### config.mk
export PLATFORM = sky130hd
export DESIGN_NAME = tu12_locator
export DESIGN_NICKNAME = d
export VERILOG_FILES = /design/src/rtl/tu12_pkg.sv /design/src/rtl/tu12_col_match.sv /design/src/rtl/tu12_pos_counter.sv /design/src/rtl/tu12_v5_map.sv /design/src/rtl/tu12_locator.sv
export SDC_FILE = /design/constraint.sdc
export NUM_CORES = 1
export LEC_CHECK = 0
export BUFFER_PORTS_ARGS = -buffer_cell sky130_fd_sc_hd__buf_2
export CORE_ASPECT_RATIO = 1.1
export CORE_MARGIN = 4
export CORE_UTILIZATION = 65
export CTS_CLUSTER_SIZE = 10
export DETAILED_ROUTE_END_ITERATION = 8
export PLACE_DENSITY_LB_ADDON = 0.12
export SKIP_LAST_GASP = 1
export SLEW_MARGIN = 5
export SYNTH_ARGS = -nofsm -noshare
export SYNTH_HDL_FRONTEND = slang
export SYNTH_SLANG_ARGS = --single-unit
### constraint.sdc
create_clock -name clk -period 18.8 [get_ports clk]
set_input_delay 1.88 -clock clk [delete_from_list [all_inputs] [get_ports clk]]
set_output_delay 1.88 -clock clk [all_outputs]
set_load 0.02 [all_outputs]
### src/rtl/tu12_pkg.sv
package tu12_pkg;
  // Structure of the interleaved payload: 3 groups of 7 sub-groups of 3 tributaries.
  localparam int FIRST_COL = 9;
  localparam int GRP_N     = 3;
  localparam int SUB_N     = 7;
  localparam int TRIB_N    = 3;

  // First payload column of tributary ch (1-based); ch 0 returns the column of ch 1.
  function automatic int first_col(input int ch);
    int j;
    j = (ch > 0) ? ch - 1 : 0;
    return FIRST_COL + (SUB_N * TRIB_N) * (j % GRP_N)
         + TRIB_N * ((j / GRP_N) % SUB_N)
         + j / (GRP_N * SUB_N);
  endfunction
endpackage

### src/rtl/tu12_col_match.sv
module tu12_col_match #(
  parameter int COL_W = 9,
  parameter int SEL_W = 6,
  parameter int N_CH  = 63,
  parameter int N_REP = 4
) (
  input  logic [COL_W-1:0] col_num,
  input  logic             pay_area,
  input  logic [SEL_W-1:0] chan_sel,
  output logic             hit
);
  logic [N_REP-1:0] m;
  logic             sel_ok;
  int               base;

  always_comb begin
    base   = tu12_pkg::first_col(int'(chan_sel));
    sel_ok = (chan_sel != '0) && (int'(chan_sel) <= N_CH);
  end

  for (genvar g = 0; g < N_REP; g++) begin : g_rep
    assign m[g] = (col_num == COL_W'(base + g * N_CH));
  end

  assign hit = sel_ok && pay_area && (|m);
endmodule

### src/rtl/tu12_pos_counter.sv
module tu12_pos_counter #(
  parameter int DATA_W   = 8,
  parameter int TU_BYTES = 144,
  parameter int OFF_W    = 10,
  localparam int POS_W   = $clog2(TU_BYTES),
  localparam int QTR     = TU_BYTES / 4,
  localparam int HI_W    = OFF_W - DATA_W
) (
  input  logic              clk,
  input  logic              rst,
  input  logic              hit,
  input  logic              v1_seen,
  input  logic [DATA_W-1:0] bus_data,
  output logic [POS_W-1:0]  pos,
  output logic              is_ptr,
  output logic [OFF_W-1:0]  off,
  output logic              off_valid
);
  logic [POS_W-1:0] cnt_q;
  logic [HI_W-1:0]  hi_q;

  assign pos = v1_seen ? '0 : cnt_q;

  always_comb begin
    is_ptr = 1'b0;
    for (int k = 0; k < 4; k++) begin
      if (pos == POS_W'(k * QTR)) is_ptr = 1'b1;
    end
  end

  always_ff @(posedge clk) begin
    if (rst) begin
      cnt_q     <= '0;
      hi_q      <= '0;
      off       <= '0;
      off_valid <= 1'b0;
    end else if (hit) begin
      cnt_q <= (pos == POS_W'(TU_BYTES - 1)) ? '0 : pos + 1'b1;
      if (pos == '0) hi_q <= bus_data[HI_W-1:0];
      if (pos == POS_W'(QTR)) begin
        off       <= {hi_q, bus_data};
        off_valid <= 1'b1;
      end
    end else if (v1_seen) begin
      cnt_q <= '0;
    end
  end
endmodule

### src/rtl/tu12_v5_map.sv
module tu12_v5_map #(
  parameter int TU_BYTES = 144,
  parameter int OFF_W    = 10,
  localparam int POS_W   = $clog2(TU_BYTES),
  localparam int QTR     = TU_BYTES / 4,
  localparam int SEG     = QTR - 1
) (
  input  logic [OFF_W-1:0] off,
  output logic [POS_W-1:0] addr,
  output logic             ok
);
  always_comb begin
    int o;
    o    = int'(off);
    ok   = 1'b0;
    addr = '0;
    for (int k = 0; k < 4; k++) begin
      if (o >= k * SEG && o < (k + 1) * SEG) begin
        ok   = 1'b1;
        addr = POS_W'(o - k * SEG + ((k + 1) % 4) * QTR + 1);
      end
    end
  end
endmodule

### src/rtl/tu12_locator.sv
module tu12_locator #(
  parameter int DATA_W   = 8,
  parameter int COL_W    = 9,
  parameter int SEL_W    = 6,
  parameter int N_CH     = 63,
  parameter int TU_BYTES = 144,
  parameter int OFF_W    = 10,
  localparam int POS_W   = $clog2(TU_BYTES)
) (
  input  logic              clk,
  input  logic              rst,
  input  logic [DATA_W-1:0] bus_data,
  input  logic              pay_area,
  input  logic [COL_W-1:0]  col_num,
  input  logic              v1_seen,
  input  logic [SEL_W-1:0]  chan_sel,
  output logic              data_vld,
  output logic [DATA_W-1:0] data_out,
  output logic              sf_start
);
  logic             hit;
  logic [POS_W-1:0] pos;
  logic             is_ptr;
  logic [OFF_W-1:0] off;
  logic             off_valid;
  logic [POS_W-1:0] addr;
  logic             off_ok;

  tu12_col_match #(.COL_W(COL_W), .SEL_W(SEL_W), .N_CH(N_CH), .N_REP(4)) u_match (
    .col_num (col_num),
    .pay_area(pay_area),
    .chan_sel(chan_sel),
    .hit     (hit)
  );

  tu12_pos_counter #(.DATA_W(DATA_W), .TU_BYTES(TU_BYTES), .OFF_W(OFF_W)) u_cnt (
    .clk      (clk),
    .rst      (rst),
    .hit      (hit),
    .v1_seen  (v1_seen),
    .bus_data (bus_data),
    .pos      (pos),
    .is_ptr   (is_ptr),
    .off      (off),
    .off_valid(off_valid)
  );

  tu12_v5_map #(.TU_BYTES(TU_BYTES), .OFF_W(OFF_W)) u_map (
    .off (off),
    .addr(addr),
    .ok  (off_ok)
  );

  always_ff @(posedge clk) begin
    if (rst) begin
      data_vld <= 1'b0;
      data_out <= '0;
      sf_start <= 1'b0;
    end else begin
      data_vld <= hit && !is_ptr;
      sf_start <= hit && off_valid && off_ok && (pos == addr);
      if (hit && !is_ptr) data_out <= bus_data;
    end
  end
endmodule

---- Word level (Yosys, flattened, before mapping) ----
Cells that the tools add are included.
word-level totals
  register bits ........................... 31
  input bits .............................. 27
  output and inout bits ................... 10
  word-level logic and storage cells ...... 79
cells by class
  add/subtract/negate cells ............... 18
  multiply operators ...................... 2
  divide/modulo/power cells ............... 4
  order comparisons ....................... 8
  eq/ne operators ......................... 9
  multiplexer cells ....................... 16
  reduce and logical (&&, ||, !) cells .... 15
operators by type and width
  operator                                                            number
  two-way mux 8 bit                                                   7
  == test 9 bit                                                       4
  adder 8 x 2 -> 8 bit, second input constant                         4
  divider 32 x 3 -> 32 bit, second input constant                     1
  divider 32 x 6 -> 32 bit, second input constant                     1
  modulo 32 x 3 -> 32 bit, second input constant                      1
  modulo 32 x 4 -> 32 bit, second input constant                      1
  multiplier 3 x 32 -> 9 bit, first input constant                    1
  multiplier 6 x 32 -> 9 bit, first input constant                    1
  two-way mux 32 bit                                                  1
  greater-or-equal comparator 10 x 7 -> 1 bit, second input constant  2
  < comparator 10 x 7 -> 1 bit, second input constant                 2
  adder 9 bit                                                         2
  adder 8 bit, second input constant                                  2
  == test 8 x 7 -> 1 bit, second input constant                       2
  subtractor 8 x 7 -> 8 bit, second input constant                    2
  greater-or-equal comparator 10 x 6 -> 1 bit, second input constant  1
  < comparator 10 x 6 -> 1 bit, second input constant                 1
  < comparator 10 x 8 -> 1 bit, second input constant                 1
  adder 5 x 9 -> 9 bit, first input constant                          1
  adder 9 x 7 -> 9 bit, second input constant                         1
  adder 9 x 8 -> 9 bit, second input constant                         1
  adder 9 bit, second input constant                                  1
  logical AND 1 bit                                                   9
  other kinds (14)                                                    22

---- Longest topological paths before layout ----
Gate-level depths: netlist of the first run.
  depth after elaboration ................. 14
  mapped depth ............................ 54
  depth with buffers taken out ............ 48

---- Cells and area by module ----
From an unflattened synthesis of the first run, not the netlist that was laid out.
unflattened totals
  cells, all modules ...................... 818
  area, all modules ....................... 6349.8 µm²
modules (own cells, without submodules)
  module            instances  cells an instance  area an instance (µm²)  seq. area each (µm²)
  tu12_col_match    1          543                3962.6                  0.0
  tu12_pos_counter  1          116                1103.6                  420.4
  tu12_v5_map       1          107                817.0                   0.0
  tu12_locator      1          52                 466.7                   200.2

---- Least setup slack after synthesis of the first run ----
OpenSTA, ideal clock, no wires.
  path kind ............................... input to register
  start ................................... in chan_sel[0]
  end ..................................... reg u_cnt.cnt_q[4]
  library setup time ...................... 123 ps
  arrival time ............................ 11181 ps
  required time ........................... 18677 ps
  setup slack ............................. 7496 ps
  cell stages on the path ................. 49
  path buffers ............................ 4
  path through ............................ buf_6 > inv_1 > ha_1 > nand2b_1 > o32ai_1 > a311o_2 > nand2_1 > inv_1 > ha_1 > clkbuf_1 > a21oi_2 > nand2_2 > inv_2 > xnor2_1 > ha_1 > inv_1 > o211ai_2 > nor3_2 > (+13 left out) > fa_1 > inv_1 > fa_1 > inv_1 > ha_1 > clkbuf_1 > nor3b_1 > o22a_1 > a211oi_1 > and2_1 > nand3_1 > xnor2_1 > a2111oi_2 > a211oi_1 > mux2i_1 > a21oi_2 > or3_1 > mux2_1
between the ends
  word-level cells in the longest chain between the ends .. 12
  elaborated cells between the ends (all ways) .. 24
  those cells by class .................... 7 x add/sub; 2 x mul; 4 x div; 1 x order compare; 4 x eq/ne; 2 x mux; 4 x reduce/logical
RTL lines
  what                                                                             line                            source
  from (decl)                                                                      tu12_locator.sv:16              input logic [SEL_W-1:0] chan_sel,
  subtractor 6 x 1 -> 7 bit / > comparator 6 x 1 -> 1 bit (equally long branches)  tu12_pkg.sv:11                  j = (ch > 0) ? ch - 1 : 0;
  two-way mux 32 bit                                                               tu12_pkg.sv:11
  divider 32 x 3 -> 32 bit / modulo 32 x 3 -> 32 bit (equally long branches)       tu12_pkg.sv:13, tu12_pkg.sv:12
  modulo 32 x 4 -> 32 bit / multiplier 6 x 32 -> 9 bit (equally long branches)     tu12_pkg.sv:13, tu12_pkg.sv:12
  multiplier 3 x 32 -> 9 bit / adder 5 x 9 -> 9 bit (equally long branches)        tu12_pkg.sv:13, tu12_pkg.sv:12
  adder 9 bit                                                                      tu12_pkg.sv:13                  + TRIB_N * ((j / GRP_N) % SUB_N)
  adder 9 bit                                                                      tu12_pkg.sv:14                  + j / (GRP_N * SUB_N);
  adder 9 x 7 -> 9 bit, or another cell as far along                               tu12_col_match.sv:22            assign m[g] = (col_num == COL_W'(base + g * N_CH));
  == test 9 bit                                                                    tu12_col_match.sv:22
  OR reduction 4 bit                                                               tu12_col_match.sv:25            assign hit = sel_ok && pay_area && (|m);
  logical AND 1 bit (*)                                                            tu12_col_match.sv:25
  two-way mux 8 bit (*)                                                            tu12_pos_counter.sv:37          end else if (hit) begin
  to (signal assigned)                                                             tu12_pos_counter.sv:38          cnt_q <= (pos == POS_W'(TU_BYTES - 1)) ? '0 : pos + 1'b1;
  to (decl)                                                                        tu12_pos_counter.sv:19          logic [POS_W-1:0] cnt_q;
Every way passes the cells marked *; elsewhere a longest branch is shown, timed or not.
A chain may end at the register's enable or synchronous reset.

---- Worst setup path in the final report of the first run ----
  start ................................... in chan_sel[0]
  end ..................................... reg u_cnt.off[8]
between the ends
  word-level cells in the longest chain between the ends .. 12
  elaborated cells between the ends (all ways) .. 24
  those cells by class .................... 7 x add/sub; 2 x mul; 4 x div; 1 x order compare; 4 x eq/ne; 1 x mux; 5 x reduce/logical
RTL lines
  what                                                                             line                            source
  subtractor 6 x 1 -> 7 bit / > comparator 6 x 1 -> 1 bit (equally long branches)  tu12_pkg.sv:11
  two-way mux 32 bit                                                               tu12_pkg.sv:11
  divider 32 x 3 -> 32 bit / modulo 32 x 3 -> 32 bit (equally long branches)       tu12_pkg.sv:13, tu12_pkg.sv:12
  modulo 32 x 4 -> 32 bit / multiplier 6 x 32 -> 9 bit (equally long branches)     tu12_pkg.sv:13, tu12_pkg.sv:12
  multiplier 3 x 32 -> 9 bit / adder 5 x 9 -> 9 bit (equally long branches)        tu12_pkg.sv:13, tu12_pkg.sv:12
  adder 9 bit                                                                      tu12_pkg.sv:13
  adder 9 bit                                                                      tu12_pkg.sv:14
  adder 9 x 7 -> 9 bit, or another cell as far along                               tu12_col_match.sv:22
  == test 9 bit                                                                    tu12_col_match.sv:22
  OR reduction 4 bit                                                               tu12_col_match.sv:25
  logical AND 1 bit (*)                                                            tu12_col_match.sv:25
  AND reduction 2 bit (no line) (*)                                                n/a
  to (signal assigned)                                                             tu12_pos_counter.sv:41          off <= {hi_q, bus_data};
  to (decl)                                                                        tu12_pos_counter.sv:16          output logic [OFF_W-1:0] off,
Marked as above.

==> impl_metrics.toml, run 1 <==
[status]
outcome = "complete, no violations"

[clock_network]
cts_tree = "done"
cts_hold_buffers = 0
clk_latency_ns = 0.29
cts-buffers-inserted = 5
clock-sinks = 31
post_cts_buffers = 0
path_clk_slew_ns = 0.07
htree_levels = 2
clockBufferDepth = 2
cts_resized = 0
cts_root_buffer = "clkbuf_8"

[synth]
ys_ff_latch = 31
synthCells = 750
synth_top_area_share_pct = 10.7
synth_cell_types = 102
yosys-top-cells-area = "ha_1 (11%), dfxtp_1 (11%), fa_1 (8.2%)"
seq_area_frac_synth_pct = 10.6
synth_edf_count = 0
postSynthAreaPerCell_um2 = 7.80
async_flop_share_pct = 0
synthFlopType = "dfxtp_1"
yosysWarnings = 0
yosysTopAreaCell = "ha_1"
syn_area_mm2 = 0.00585

[setup_path]
critical_path_class = "input port to flip-flop"
cp-end-kind = "flip-flop"
crit_fanout = 27
crit_arrival_ns = 13.12
rrSetupSlack_ns = 15.10
slowest_delay_ns = 0.70
crit_slowest_cell = "nor3_2"
crit_top_cell = "ha_1"
cp.required_ns = 18.97
startpoint_type = "input port"
rr_startpoint = "u_cnt.off[0]"
startpoint = "chan_sel[0]"

[place]
port_buffers = 36
placed_cells = 868
post-dp-hpwl_mm = 11.1
place_congestion = 0.939

[detailed_routing]
first_pass_iters = 7
drc = 0
vias = 5514
wirelength_mm = 14.1
avgRoutedWirePerCell_um = 16.1
drt_iter0_drc = 381
drtAntennaViolNets = 0
viasPerCell = 6.29

[sta]
period_share_pct = 68.8
finClkSkew_ns = 0.00615
rsz0062_at_grt = "false"
slew_headroom_pct = 26.0
setup_viol = 0
hold_viol_final = 0
finalCriticalPeriod_ns = 12.94
fin_tns_setup_ns = 0
maxSlewViolCount = 0
tightest_slew_ns = 1.10
fmax_mhz = 77.3

[grt]
grt.total_usage_pct = 27.7
grt_pass1_wl_mm = 24.8
globalRoute.totalOverflow = 0
antenna_found_initial = 0
grt_pass1_vias = 5418
grt_max_degree = 40

[final_layout]
final_cell_mix = "inv_1 (77), nor2_1 (55), ha_1 (50)"
diodes = 0
final_nets = 862
final_cells = 876
drive_gt1_share_pct = 12.2
mostFrequentLayoutCell = "inv_1"
area_growth_syn_to_layout_pct = 4.13

[floorplanning]
dieArea_mm2 = 0.0106
num_io_pins = 37
rows = 36
die_w_um = 98.4
die_h_um = 107
core-area_mm2 = 0.00883
start_util_pct = 66.2

[worst_hold_path]
worstHoldPathType = "flip-flop to flip-flop"
hold_start = "u_cnt.off_valid"

[flow_run]
drv_cap = 0
-- cell usage after synthesis (7+ instances only) --
library cell	count
and2_1	7
nand2b_1	26
nor2b_1	12
a211oi_1	7
o21ai_0	33
xnor2_1	39
o211ai_1	11
nand4_1	8
a21oi_1	45
ha_1	50
nor2_1	55
nor3b_1	7
inv_1	77
and3_1	10
xor2_1	9
nor3_1	10
clkbuf_1	25
buf_2	7
nand2_1	46
mux2i_1	20
fa_1	24
nand3_1	24
dfxtp_1	31
-- final cells by class --
type / instances / area, um^2
Fill cell: 762 / 2740
Multi-Input combinational cell: 608 / 4760
Clock buffer: 5 / 68.8
Clock inverter: 3 / 20.0
Timing Repair Buffer: 37 / 188
Tap cell: 114 / 143
Sequential cell: 31 / 621
Inverter: 78 / 293
-- per-stage QoR --
| stage | hold WS (ns) | util (%) | cell area, um^2 | worst slack [ns] |
|---|---|---|---|---|
| global placement | 0.457 | 68.0 | 6000 | 6.15 |
| global route | 0.509 | 69.0 | 6090 | 5.02 |
| CTS | 0.482 | 69.0 | 6090 | 5.97 |
| detailed placement | 0.471 | 68.0 | 6000 | 5.69 |
| floorplan | 0.432 | - | 5870 | 7.50 |
| finish | 0.476 | 69.0 | 6090 | 5.86 |
-- critical path: cells and delay by family --
kind | cells | cell delay (ns)
and+or+nand+nor | 14 | 3.38
buffers and inverters | 7 | 0.60
adders and majority gates | 9 | 3.26
AOI/OAI and AO/OA | 11 | 2.60
muxes | 2 | 0.57
xor gates and xnor gates | 2 | 0.78
-- final timing paths --
check	to	cells after the start
worst max-delay path	u_cnt.off[8]	45
worst min-delay path	u_cnt.off_valid	2
worst max register to register	sf_start	13
worst min register to register	u_cnt.off_valid	2
-- flip-flops by register name, indices dropped and copies added, names as in the netlist --
signal           flops
u_cnt.off_valid      1
u_cnt.hi_q           2
data_out             8
u_cnt.off           10
data_vld             1
sf_start             1
u_cnt.cnt_q          8
-- cell families after synthesis --
logic type	count (synthesis)	synth area share, %
flip-flops	31	10.6
buffers and inverters	118	8.50
multiplexers	24	4.26
XOR/XNOR	53	8.82
AND/OR/NAND/NOR	254	24.1
other	2	0.128
AO/OA/AOI/OAI	194	24.7
adder cells (fa/ha/maj)	74	18.9
-- routing by layer --
metal	track usage (%)	wire, um	vias up
met5	0	0	-
met2	48.6	7020	176
met4	9.95	361	0
li1	-	-	2698
met3	3.43	648	36
met1	34.7	6080	2604
Power of run 1 is not shown: default switching activity piles up to over one toggle a cycle in this logic, so the estimate is an artifact.
==> run 2: changes to the inputs <==
CORE_UTILIZATION = 57   (was 65)
clock period = 11.75 ns   (was 18.8 ns; I/O delays follow)
==> impl_metrics.toml, run 2 (synthesis gave the netlist of run 1 again) <==
[grt]
grt_pass1_vias = 5284
globalRoute.totalOverflow = 0
antenna_found_initial = 0
grt.total_usage_pct = 23.7
grt_pass1_wl_mm = 24.0
grt_max_degree = 40

[clock_network]
htree_levels = 2
clockBufferDepth = 2
clock-sinks = 31
cts_hold_buffers = 0
cts_tree = "done"
clk_latency_ns = 0.28
cts-buffers-inserted = 5
path_clk_slew_ns = 0.07
cts_root_buffer = "clkbuf_8"

[final_layout]
final_cell_mix = "inv_1 (77), nor2_1 (55), ha_1 (48)"
regArea_um2 = 621
fill_cells = 908
reg_top3 = "u_cnt.off: 10 flops, data_out: 8 flops, u_cnt.cnt_q: 8 flops"
multi_input_area_mm2 = 0.00479
regMostFlops = "u_cnt.off"
diodes = 0
final_nets = 869
largest_reg_flops = 10
mostFrequentLayoutCell = "inv_1"
area_growth_syn_to_layout_pct = 6.03
drive_gt1_share_pct = 13.4

[detailed_routing]
drtAntennaViolNets = 0
wirelength_mm = 14.2
drt_iter0_drc = 380
avgRoutedWirePerCell_um = 16.0
vias = 5516
drc = 0
viasPerCell = 6.20
first_pass_iters = 5

[place]
port_buffers = 36
place_congestion = 0.942
dpl_worst_slack_ns = 0.0839
post-dp-hpwl_mm = 11.2

[floorplanning]
die_h_um = 114
die_w_um = 105
start_util_pct = 58.8
core-area_mm2 = 0.00994
rows = 38
dieArea_mm2 = 0.0119
num_io_pins = 37

[setup_path]
crit_slowest_cell = "fa_1"
startpoint_type = "input port"
rrSetupSlack_ns = 8.16
cp.required_ns = 11.92
r2r_end = "sf_start"
slowest_delay_ns = 0.54
crit_arrival_ns = 11.18
crit_fanout = 16
critical_path_class = "input port to flip-flop"
reg2regPathDepth = 14
rr_startpoint = "u_cnt.off[3]"
cp-end-kind = "flip-flop"

[sta]
timing.final.ws_setup_ns = 0.741
finClkSkew_ns = 0.00787
fmax_mhz = 90.8
period_share_pct = 93.7
setup_viol = 0
slew_headroom_pct = 30.2
finalCriticalPeriod_ns = 11.01
maxSlewViolCount = 0
hold_viol_final = 0
tightest_slew_ns = 1.04
fin_tns_setup_ns = 0
rsz0062_at_grt = "false"

[flow_run]
drv_cap = 0

[worst_hold_path]
hold_path_end = "data_out[3]"
hold_start = "data_out[3]"
whs_path_depth = 2
worstHoldPathType = "flip-flop to flip-flop"

[status]
outcome = "complete, no violations"
-- run 2: cell types whose count changed in the layout (fill, tap and decap cells not counted), sizes merged --
cell and change:
buf +6, bufinv +1, clkbuf +1, clkinvlp -2
nand3 +1
-- run 2: worst max path at each step --
stage                     cells past startpoint        start  slack (ns)         endpoint
after floorplan                              49  chan_sel[0]        1.15   u_cnt.cnt_q[4]
after global placement                       46  chan_sel[0]        0.38     u_cnt.off[1]
after detailed placement                     46  chan_sel[0]        0.08     u_cnt.off[1]
after CTS                                    46  chan_sel[0]        0.36     u_cnt.off[1]
after global routing                         46  chan_sel[0]        0.09  u_cnt.off_valid
final                                        46  chan_sel[0]        0.74     u_cnt.off[1]
-- run 2: area by class of cell --
cell class,instances,share of cell area (%)
clock buffer,6,1.33
clock inverter,2,0.565
inverter,78,4.72
multi-input combinational,609,77.2
sequential,31,10.0
tap,120,2.42
timing repair buffer,43,3.75
-- run 2: metrics by stage --
stage               hold slack (ns)  cell area [um^2]  instances  utilization [%]
floorplan                     0.432              5870        757                -
global placement              0.454              6040        879             60.8
detailed placement            0.464              6040        879             60.8
CTS                           0.475              6160        887             62.0
global route                  0.502              6200        889             62.4
finish                        0.473              6200        889             62.4
-- run 2: repair_timing --
item / 4_1_cts / 5_1_grt
resized for setup: 0 / 4
setup buffers: 0 / 1
endpoints found under the setup margin: 0 / 30
-- run 2: worst max-delay path, delay by kind of cell --
| family | cells | cell delay (ns) |
|---|---|---|
| XOR/XNOR | 4 | 0.93 |
| AND/OR/NAND/NOR | 13 | 2.52 |
| multiplexers | 1 | 0.19 |
| AO/OA/AOI/OAI | 11 | 2.35 |
| buffers and inverters | 7 | 0.60 |
| adder cells (fa/ha/maj) | 10 | 3.39 |
-- run 2: routing by layer --
metal | GRT usage, % | wire length, um
met1 | 29.8 | 6150
met2 | 43.6 | 7170
met3 | 3.05 | 773
met4 | 4.52 | 131
met5 | 0 | 0
Power of run 2 is left out for the same reason.
